## config.mk

```make
export PLATFORM = sky130hd
export DESIGN_NAME = hcrop_unit
export DESIGN_NICKNAME = d
export VERILOG_FILES = /design/src/rtl/hcrop_pkg.sv /design/src/rtl/hcrop_shadow.sv /design/src/rtl/hcrop_colctl.sv /design/src/rtl/hcrop_outreg.sv /design/src/rtl/hcrop_unit.sv
export SDC_FILE = /design/constraint.sdc
export NUM_CORES = 1
export LEC_CHECK = 0
export CAP_MARGIN = 5
export CORE_MARGIN = 5
export CORE_UTILIZATION = 55
export CTS_CLUSTER_DIAMETER = 200
export CTS_CLUSTER_SIZE = 10
export DETAILED_ROUTE_END_ITERATION = 6
export GPL_TIMING_DRIVEN = 0
export PLACE_DENSITY = 0.86
export SETUP_SLACK_MARGIN = 0.1
export SLEW_MARGIN = 20
export SYNTH_ARGS = -nofsm -noshare
export SYNTH_HDL_FRONTEND = slang
export SYNTH_SLANG_ARGS = --single-unit
```

## constraint.sdc

```tcl
create_clock -name clk -period 10.2 [get_ports clk]
set_input_delay 3.06 -clock clk [delete_from_list [all_inputs] [get_ports clk]]
set_output_delay 3.06 -clock clk [all_outputs]
set_load 0.03 [all_outputs]
```

## src/rtl/hcrop_pkg.sv

```systemverilog
package hcrop_pkg;

    // Width of every count field; the clip word packs two of them.
    localparam int unsigned FIELD_W = 16;
    localparam int unsigned CLIP_W  = 2 * FIELD_W;

    typedef struct packed {
        logic [FIELD_W-1:0] width_m1;  // line width minus one
        logic [FIELD_W-1:0] left;      // pixels dropped before the window
        logic [FIELD_W-1:0] right;     // pixels after the window, minus one
        logic               bypass;
    } hcrop_cfg_t;

    // Out of reset the unit forwards everything.
    localparam hcrop_cfg_t CFG_RST = '{
        width_m1: '1,
        left:     '0,
        right:    '0,
        bypass:   1'b1
    };

endpackage

```

## src/rtl/hcrop_shadow.sv

```systemverilog
module hcrop_shadow
    import hcrop_pkg::*;
(
    input  logic       clk,
    input  logic       rst_n,
    input  hcrop_cfg_t cfg_in,
    input  logic       hold,
    input  logic       sof_seen,   // a start-of-frame pixel is presented
    input  logic       sof_take,   // that pixel is accepted this cycle
    output hcrop_cfg_t cur_cfg
);

    typedef struct packed {
        hcrop_cfg_t act;
    } state_t;

    state_t st_d, st_q;

    always_comb begin
        st_d = st_q;
        if (sof_take && !hold) begin
            st_d.act = cfg_in;
        end
        // The frame-start pixel already sees the settings it will latch.
        cur_cfg = (sof_seen && !hold) ? cfg_in : st_q.act;
    end

    always_ff @(posedge clk) begin
        if (!rst_n) begin
            st_q.act <= CFG_RST;
        end else begin
            st_q <= st_d;
        end
    end

    // a frame start without hold captures the presented settings
    p_latch_r8: assert property (@(posedge clk) disable iff (!rst_n)
        sof_take && !hold |=> st_q.act == $past(cfg_in));

    // no frame start, no change
    p_frozen_r8: assert property (@(posedge clk) disable iff (!rst_n)
        !sof_take |=> $stable(st_q.act));

    // hold keeps the old settings across a frame start
    p_hold_r9: assert property (@(posedge clk) disable iff (!rst_n)
        sof_take && hold |=> $stable(st_q.act));

endmodule

```

## src/rtl/hcrop_colctl.sv

```systemverilog
module hcrop_colctl
    import hcrop_pkg::*;
(
    input  logic       clk,
    input  logic       rst_n,
    input  hcrop_cfg_t cfg,
    input  logic       in_sof,
    input  logic       in_eol,
    input  logic       take,
    output logic       keep,
    output logic       mark_sof,
    output logic       mark_eol
);

    localparam logic [FIELD_W:0] ONE_X = {{FIELD_W{1'b0}}, 1'b1};

    typedef struct packed {
        logic [FIELD_W-1:0] col;
        logic               sof_pend;
    } state_t;

    state_t st_d, st_q;

    logic [FIELD_W-1:0] col_cur;
    logic [FIELD_W:0]   tail;
    logic               byp_eff;
    logic               pend_cur;
    logic               in_win;
    logic               at_last;

    always_comb begin
        byp_eff  = cfg.bypass || ((cfg.left == '0) && (cfg.right == '1));
        col_cur  = in_sof ? '0 : st_q.col;
        // column plus trailing value, one bit wider so it cannot wrap
        tail     = {1'b0, col_cur} + {1'b0, cfg.right};
        in_win   = (col_cur >= cfg.left) && (tail < {1'b0, cfg.width_m1});
        at_last  = (tail + ONE_X) == {1'b0, cfg.width_m1};
        pend_cur = in_sof || st_q.sof_pend;

        if (byp_eff) begin
            keep     = 1'b1;
            mark_sof = in_sof;
            mark_eol = in_eol;
        end else begin
            keep     = in_win;
            mark_sof = pend_cur;
            mark_eol = at_last && in_win;
        end

        st_d = st_q;
        if (take) begin
            st_d.col      = in_eol ? '0 : col_cur + 1'b1;
            st_d.sof_pend = keep ? 1'b0 : pend_cur;
        end
    end

    always_ff @(posedge clk) begin
        if (!rst_n) begin
            st_q.col      <= '0;
            st_q.sof_pend <= 1'b0;
        end else begin
            st_q <= st_d;
        end
    end

    // once a pixel is forwarded, no frame-start marker is left pending
    p_pend_r5: assert property (@(posedge clk) disable iff (!rst_n)
        take && keep |=> !st_q.sof_pend);

endmodule

```

## src/rtl/hcrop_outreg.sv

```systemverilog
module hcrop_outreg #(
    parameter int unsigned PIX_W = 24
) (
    input  logic             clk,
    input  logic             rst_n,
    input  logic             load,
    input  logic [PIX_W-1:0] ld_data,
    input  logic             ld_sof,
    input  logic             ld_eol,
    input  logic             out_ready,
    output logic             can_take,
    output logic             out_valid,
    output logic [PIX_W-1:0] out_data,
    output logic             out_sof,
    output logic             out_eol
);

    typedef struct packed {
        logic             valid;
        logic [PIX_W-1:0] data;
        logic             sof;
        logic             eol;
    } state_t;

    state_t st_d, st_q;

    always_comb begin
        st_d     = st_q;
        can_take = !st_q.valid || out_ready;
        if (load) begin
            st_d.valid = 1'b1;
            st_d.data  = ld_data;
            st_d.sof   = ld_sof;
            st_d.eol   = ld_eol;
        end else if (out_ready) begin
            st_d.valid = 1'b0;
        end
    end

    always_ff @(posedge clk) begin
        if (!rst_n) begin
            st_q <= '0;
        end else begin
            st_q <= st_d;
        end
    end

    assign out_valid = st_q.valid;
    assign out_data  = st_q.data;
    assign out_sof   = st_q.sof;
    assign out_eol   = st_q.eol;

    // a stalled output pixel does not move
    p_hold_data_r10: assert property (@(posedge clk) disable iff (!rst_n)
        out_valid && !out_ready |=> out_valid && $stable(out_data)
            && $stable(out_sof) && $stable(out_eol));

endmodule

```

## src/rtl/hcrop_unit.sv

```systemverilog
module hcrop_unit
    import hcrop_pkg::*;
#(
    parameter int unsigned PIX_W = 24
) (
    input  logic                clk,
    input  logic                rst_n,
    input  logic [FIELD_W-1:0]  cfg_width_m1,
    input  logic [CLIP_W-1:0]   cfg_clip,
    input  logic                cfg_bypass,
    input  logic                cfg_hold,
    input  logic                in_valid,
    output logic                in_ready,
    input  logic [PIX_W-1:0]    in_data,
    input  logic                in_sof,
    input  logic                in_eol,
    output logic                out_valid,
    input  logic                out_ready,
    output logic [PIX_W-1:0]    out_data,
    output logic                out_sof,
    output logic                out_eol
);

    hcrop_cfg_t cfg_bus;
    hcrop_cfg_t cur_cfg;
    logic       take;
    logic       keep;
    logic       mark_sof;
    logic       mark_eol;
    logic       can_take;

    // The leading count sits in the upper half of the clip word.
    assign cfg_bus = '{
        width_m1: cfg_width_m1,
        left:     cfg_clip[CLIP_W-1:FIELD_W],
        right:    cfg_clip[FIELD_W-1:0],
        bypass:   cfg_bypass
    };

    assign in_ready = can_take;
    assign take     = in_valid && can_take;

    hcrop_shadow u_shadow (
        .clk      (clk),
        .rst_n    (rst_n),
        .cfg_in   (cfg_bus),
        .hold     (cfg_hold),
        .sof_seen (in_valid && in_sof),
        .sof_take (take && in_sof),
        .cur_cfg  (cur_cfg)
    );

    hcrop_colctl u_colctl (
        .clk      (clk),
        .rst_n    (rst_n),
        .cfg      (cur_cfg),
        .in_sof   (in_sof),
        .in_eol   (in_eol),
        .take     (take),
        .keep     (keep),
        .mark_sof (mark_sof),
        .mark_eol (mark_eol)
    );

    hcrop_outreg #(.PIX_W(PIX_W)) u_outreg (
        .clk       (clk),
        .rst_n     (rst_n),
        .load      (take && keep),
        .ld_data   (in_data),
        .ld_sof    (mark_sof),
        .ld_eol    (mark_eol),
        .out_ready (out_ready),
        .can_take  (can_take),
        .out_valid (out_valid),
        .out_data  (out_data),
        .out_sof   (out_sof),
        .out_eol   (out_eol)
    );

    // a dropped pixel never fills the output register
    p_drop_r2: assert property (@(posedge clk) disable iff (!rst_n)
        take && !keep |=> out_valid == $past(out_valid && !out_ready));

    // a stalled output blocks the input
    p_stall_r10: assert property (@(posedge clk) disable iff (!rst_n)
        out_valid && !out_ready |-> !in_ready);

endmodule

```

# --- After elaboration in Yosys (flattened, before gate mapping) ---
# Index checks and enable logic that the tools add are counted.
# Widths: inputs -> output; s select.
classes:
  n_lt_le_gt_ge: 2
  muxes: 9
  add_sub_neg: 3
  n_eq_ne: 2
  n_reduce_logical: 16
ops:
  columns: ["op", "n"]
  rows:
  - ["$mux 49", 1]
  - ["$mux 16", 2]
  - ["$add 16x16->17", 1]
  - ["$add 17x1->17 const B", 1]
  - ["$eq 17x16->1", 1]
  - ["$lt 17x16->1", 1]
  - ["$add 16x1->16 const B", 1]
  - ["$eq 16x16->1 const B", 1]
  - ["$ge 16x16->1", 1]
  - ["$logic_not 16->1", 1]
  - ["$logic_and 1x1->1", 9]
  - ["$mux 1", 6]
  - ["$logic_or 1x1->1", 3]
  - ["$logic_not 1->1", 2]
  - ["$reduce_bool 2->1", 1]
totals:
  inputBits: 80
  regBits: 93
  out_inout_bits: 28

# --- Depth between registers and ports, before layout ---
depth:
  depth_word: 9
  ltp_mapped: 25
  depth_no_buf: 20

# --- Modules after synthesis ---
# From an unflattened synthesis, not the netlist that was laid out.
unflattened:
  cells_unflattened: 917
  hier_area_um2: 7775.0
by_module_without_submodules:
  columns: ["mod", "area_per_inst_um2", "cells_per_inst", "n_inst"]
  rows:
  - ["hcrop_colctl", 4110.2, 556, 1]
  - ["hcrop_shadow", 2597.5, 270, 1]
  - ["hcrop_outreg", 1039.7, 87, 1]
  - ["hcrop_unit", 27.5, 4, 1]

# --- Least setup slack after synthesis ---
# OpenSTA, ideal clock, no wires.
synth_path:
  kind: "input to register"
  startpoint: "input cfg_hold"
  endpoint: "register u_outreg.st_q, in the netlist u_outreg.out_eol"
  cell_stages: 23
  arrival_ns: 8.377
  required_ns: 10.131
  setup_ns: 0.069
  setup_slack_ns: 1.754
  path_buffers: 3
  path_cell_list: "nand3b_2 > buf_2 > buf_6 > clkbuf_1 > mux2_2 > ha_1 > inv_1 > fa_1 > nand2b_1 > a211oi_2 > o21ai_2 > nor2_1 > o22a_1 > xor2_1 > ha_1 > a211oi_1 > o21ai_0 > a2111oi_0 > a21o_1 > o2111ai_1 > or4_1 > or4_1 > o21ai_1"
synth_between:
  elab_chain_cells: 8
synth_rtl:
  columns: ["element", "line", "rtl"]
  rows:
  - ["start: declaration", "hcrop_unit.sv:11", "input logic cfg_hold,"]
  - ["$logic_not 1->1 *", "hcrop_shadow.sv:25", "cur_cfg = (sof_seen && !hold) ? cfg_in : st_q.act;"]
  - ["$logic_and 1x1->1 *", "hcrop_shadow.sv:25", null]
  - ["$mux 49 *", "hcrop_shadow.sv:25", null]
  - ["$add 16x16->17, or another cell as far along", "hcrop_colctl.sv:35", "tail = {1'b0, col_cur} + {1'b0, cfg.right};"]
  - ["$add 17x1->17, or another cell as far along", "hcrop_colctl.sv:37", "at_last = (tail + ONE_X) == {1'b0, cfg.width_m1};"]
  - ["$eq 17x16->1, or another cell as far along", "hcrop_colctl.sv:37", null]
  - ["$logic_and 1x1->1 or $mux 1 (tied branches)", "hcrop_colctl.sv:47, hcrop_colctl.sv:40", null]
  - ["$mux 1 or $logic_and 1x1->1 (tied branches)", "hcrop_colctl.sv:40, hcrop_unit.sv:68", null]
  - ["end signal: assignment", "hcrop_outreg.sv:44", "st_q <= st_d;"]
  - ["end: declaration", "hcrop_outreg.sv:25", "state_t st_d, st_q;"]
# Every way passes the cells marked *; elsewhere a longest branch is shown, timed or not.
# A chain may end at the register's enable or synchronous reset.

# --- Worst setup path in the final report ---
# Ends and elaborated chain as after synthesis.

==> run summary <==
The flow ran to the end, and the final reports show no timing, DRC or antenna violations. Summing all non-filler instances in the final layout gives an area of 8130 µm². The vertical extent of the die is 119 µm. The run gives 2 as the maximum root-to-sink buffer count. The top-level port count is 108. The total of hold buffers inserted after clock tree synthesis came out at 0.

For the maximum number of pins on one net before global-route repair, the log shows 16. The die covers 14,200 µm². Portion of the post-synthesis area used by sequential elements: 28.4%. Critical path start-end classification: primary input to register. Setup violations remaining at the end of the flow were counted as 0. VDD sags by at most 0.000117 V.

The post-synthesis average cell area is 8.44 µm². The floorplan step defined a core boundary enclosing 11,600 µm². For this block, the routed nets add up to 18.8 mm of wire. Dividing the detail-routed wire length by the instance count gives 18.1 µm. CTS placed an instance of clkbuf_16 at the clock tree root. Summing over every cut layer, the via total after detailed routing is 6,183. The run gives 9 as the number of clock buffers inserted by TritonCTS.

Counting every net in the synthesized netlist gives 910. In this run, synthesis produced a sequential element count of 93. Worst endpoint data arrival time: 9.92 ns.

The final-stage net count came out at 1,028. After detailed routing, the number of remaining DRC violations is 0. Flop-to-flop setup slack: 4.36 ns. Largest fanout on the critical path: 10. The number of rows created at floorplan is 39.

The met3 global-route usage is 7.01%. For the max-slew violation total from the final report, the log shows 0. For the met2 global-route usage, the log shows 44.6%. The tool flagged a number of max-cap violations equal to 0.

Dominant register cell in the synthesized netlist: dfxtp_1. The leftover overflow at the end of global routing was 0; the highest achievable clock rate was 0.103 GHz. The tools report the required time of the critical path as 10.44 ns. The tools report the via count of the first global-routing pass as 6,063. Setup repair after global routing left no endpoint under its margin. For the clock insertion delay at the later pin of the skew report, the log shows 0.35 ns.

The count of inserted antenna diode cells is 0, and the initial core utilization is 56.7%. The final weighted congestion in routability-driven placement came out at 0.947. The number of hold violations in the final report is 0, and the minimum clock period after layout is 9.69 ns.

TritonCTS built the clock tree. The filler cells instantiated in the layout total 888. The largest single stage delay on the critical path is 0.52 ns.

The fraction of final layout cells with drive strength greater than 1 is 7.12%, and the number of unique standard cell types used by synthesis is 75. Counting every sink on the clock net gives 93. The via-per-instance ratio came out at 5.93. The die is 119 µm wide.

The power density over the cells is 117 nW/µm², and the post-synthesis instance area is 6560 µm². The gate family responsible for the most delay along the worst path is compound AO/OA/AOI/OAI gates. In this run the remaining antenna-violating nets after routing total 0. The sum of net half-perimeters after detailed placement is 14.5 mm. The global-route usage over all layers came out at 26.0%. Worst-path cell with the longest stage delay: clkdlybuf4s50_1.

The run gives 3 as the number of H-tree levels. STA classifies the critical path endpoint as a register. Summing all placed instances gives a cell area of 7810 µm². For this block, the initial DRC count from the detailed router was 680. For this design the static power due to leakage is 3.47 nW. The transition time at the pin with the least slew margin was 0.785 ns. Together, buffers and inverters on the worst path number 7.

The final cycle utilization of the critical path was 95.0%. The fraction of registers with async set/reset is 0%. The worst hold path class was register to register. The worst setup path is launched from a primary input. The number of input and output port buffers inserted was 107; the global-route wire length before repair was 29.8 mm. The number of antenna violations at the first check in global routing is 0.

Clock skew on the completed layout was measured at 0.00983 ns. The count of flip-flops with a built-in enable after synthesis was 0; the iteration count of the initial detailed-routing pass was 6. Relative to the synthesized area, the layout overhead comes to 24.0%.

Met1 layer usage reported by global route: 31.5%. The tools report the normalized max-slew margin as 47.7%. The warning count from the yosys run was 0; the cell count after synthesis was 777. The clock-pin slew on the worst setup and hold paths is 0.06 ns. The layer flagged by global routing as most heavily used is met2. For the worst hold-check slack, the log shows 0.467 ns.
-- flip-flops by register name, summed over array words and instances, names as in the netlist --
register,count
u_outreg.out_valid,1
u_shadow.st_q,49
u_outreg.out_eol,1
u_colctl.st_q,17
u_outreg.out_sof,1
u_outreg.out_data,24
-- kinds of logic (layout without fill, tap and decap cells) --
logic type,Yosys count,after routing,synth area share (%)
adders and majority gates,53,53,10.2
xor gates and xnor gates,33,33,5.21
buffers and inverters,49,171,3.17
muxes,76,76,12.0
AOI/OAI and AO/OA,141,141,15.1
DFF,93,93,28.4
and+or+nand+nor,332,332,25.8
-- metrics by stage --
stage	TNS (ns)	power, W	instances	utilization [%]	worst slack (ns)
after detailed placement	-1.66	0.000595	1027	67.5	-0.224
final	0	0.000954	1042	70.3	0.512
after global routing	0	0.000987	1042	70.3	0.127
after CTS	0	0.000955	1042	70.2	0.151
after global placement	0	0.000590	1027	67.5	0.0595
after floorplan	0	0.000512	777	-	1.75
-- cell usage in the layout, fill, tap and decap left out, drive strengths merged, types with 3 or more instances in the layout --
cell / netlist / routed
nor2b: 55 / 55
nor3b: 4 / 4
nand2b: 9 / 9
or2: 4 / 4
xor2: 9 / 9
clkdlybuf4s50: 0 / 107
a21o: 8 / 8
nor4b: 3 / 3
mux2i: 56 / 56
buf: 6 / 6
nor4: 8 / 8
inv: 14 / 15
a211oi: 5 / 5
o2111ai: 4 / 4
o21ai: 21 / 21
mux2: 20 / 20
and3: 9 / 9
a21boi: 34 / 34
clkbuf: 29 / 39
nor3: 13 / 13
nand2: 132 / 132
dfxtp: 93 / 93
nor2: 28 / 28
or4: 3 / 3
xnor2: 24 / 24
o211ai: 4 / 4
a22oi: 5 / 5
ha: 52 / 52
nand3: 33 / 33
a31oi: 4 / 4
nand3b: 5 / 5
o21a: 7 / 7
and2: 8 / 8
a21oi: 29 / 29
nand4: 14 / 14
-- power by group --
part / internal (W) / switching [W]
combinational: 0.0000945 / 0.000107
clock: 0.000215 / 0.000150
sequential: 0.000379 / 0.00000931
-- final timing paths --
kind	start	end	cells past startpoint
max	cfg_hold	u_outreg.out_eol$_SDFFE_PN0P_	26
min	u_shadow.st_q[43]$_SDFFE_PN1P_	u_shadow.st_q[43]$_SDFFE_PN1P_	2
max reg2reg	u_colctl.st_q[1]$_SDFFE_PN0P_	u_outreg.out_eol$_SDFFE_PN0P_	21
min reg2reg	u_shadow.st_q[43]$_SDFFE_PN1P_	u_shadow.st_q[43]$_SDFFE_PN1P_	2
-- metal layers --
| layer | up-vias | wire (µm) |
|---|---|---|
| met5 | - | 0 |
| met4 | 0 | 399 |
| met3 | 39 | 1670 |
| met2 | 255 | 9030 |
| met1 | 2901 | 7730 |
| li1 | 2988 | - |
-- repair_timing --
action                     CTS  global route
gates resized for setup      0             3
setup endpoints to repair    0            28
buffers inserted             0             0
-- cell usage after synthesis, types with 4 or more instances --
| cell | number | area (µm²) |
|---|---|---|
| xor2_1 | 8 | 70.1 |
| nor2b_1 | 55 | 344 |
| ha_1 | 52 | 651 |
| dfxtp_1 | 93 | 1860 |
| o21a_1 | 7 | 52.6 |
| nand2b_1 | 8 | 50.1 |
| a31oi_1 | 4 | 25.0 |
| mux2_2 | 19 | 214 |
| xnor2_1 | 21 | 184 |
| o2111ai_1 | 4 | 35.0 |
| o211ai_1 | 4 | 30.0 |
| a22oi_1 | 5 | 37.5 |
| nor2_1 | 28 | 105 |
| a21boi_0 | 34 | 255 |
| inv_1 | 14 | 52.6 |
| o21ai_0 | 19 | 95.1 |
| and3_1 | 9 | 56.3 |
| and2_1 | 6 | 37.5 |
| mux2i_1 | 56 | 561 |
| clkbuf_1 | 28 | 105 |
| a21oi_1 | 29 | 145 |
| nand4_1 | 13 | 81.3 |
| nand3_1 | 33 | 165 |
| a21o_1 | 8 | 60.1 |
| nor4_1 | 8 | 50.1 |
| nor3_1 | 13 | 65.1 |
| nand2_1 | 132 | 495 |
-- area by class of cell --
| type | instances | area, µm² | area share, % |
|---|---|---|---|
| Buffer | 35 | 156 | 1.92 |
| Clock buffer | 10 | 229 | 2.82 |
| Clock inverter | 5 | 83.8 | 1.03 |
| Inverter | 14 | 52.6 | 0.646 |
| Multi-Input combinational cell | 635 | 4500 | 55.3 |
| Sequential cell | 93 | 1860 | 22.9 |
| Tap cell | 143 | 179 | 2.20 |
| Timing Repair Buffer | 107 | 1070 | 13.2 |
-- worst register-to-register path: stages (launching register included) --
cell	delay, ns
dfxtp_1	0.36
nor2b_1	0.37
ha_1	0.24
inv_1	0.06
fa_1	0.40
nand2b_1	0.20
a211oi_2	0.40
o21ai_2	0.18
nor2_1	0.28
o22a_1	0.27
xor2_2	0.29
ha_1	0.30
a211oi_1	0.21
o21ai_0	0.19
a2111oi_0	0.46
a21o_1	0.20
o2111ai_1	0.21
a21oi_1	0.26
buf_2	0.35
buf_8	0.21
a2bb2oi_1	0.20
o21ai_1	0.09
Note: power is estimated with default switching activity, not from simulation.
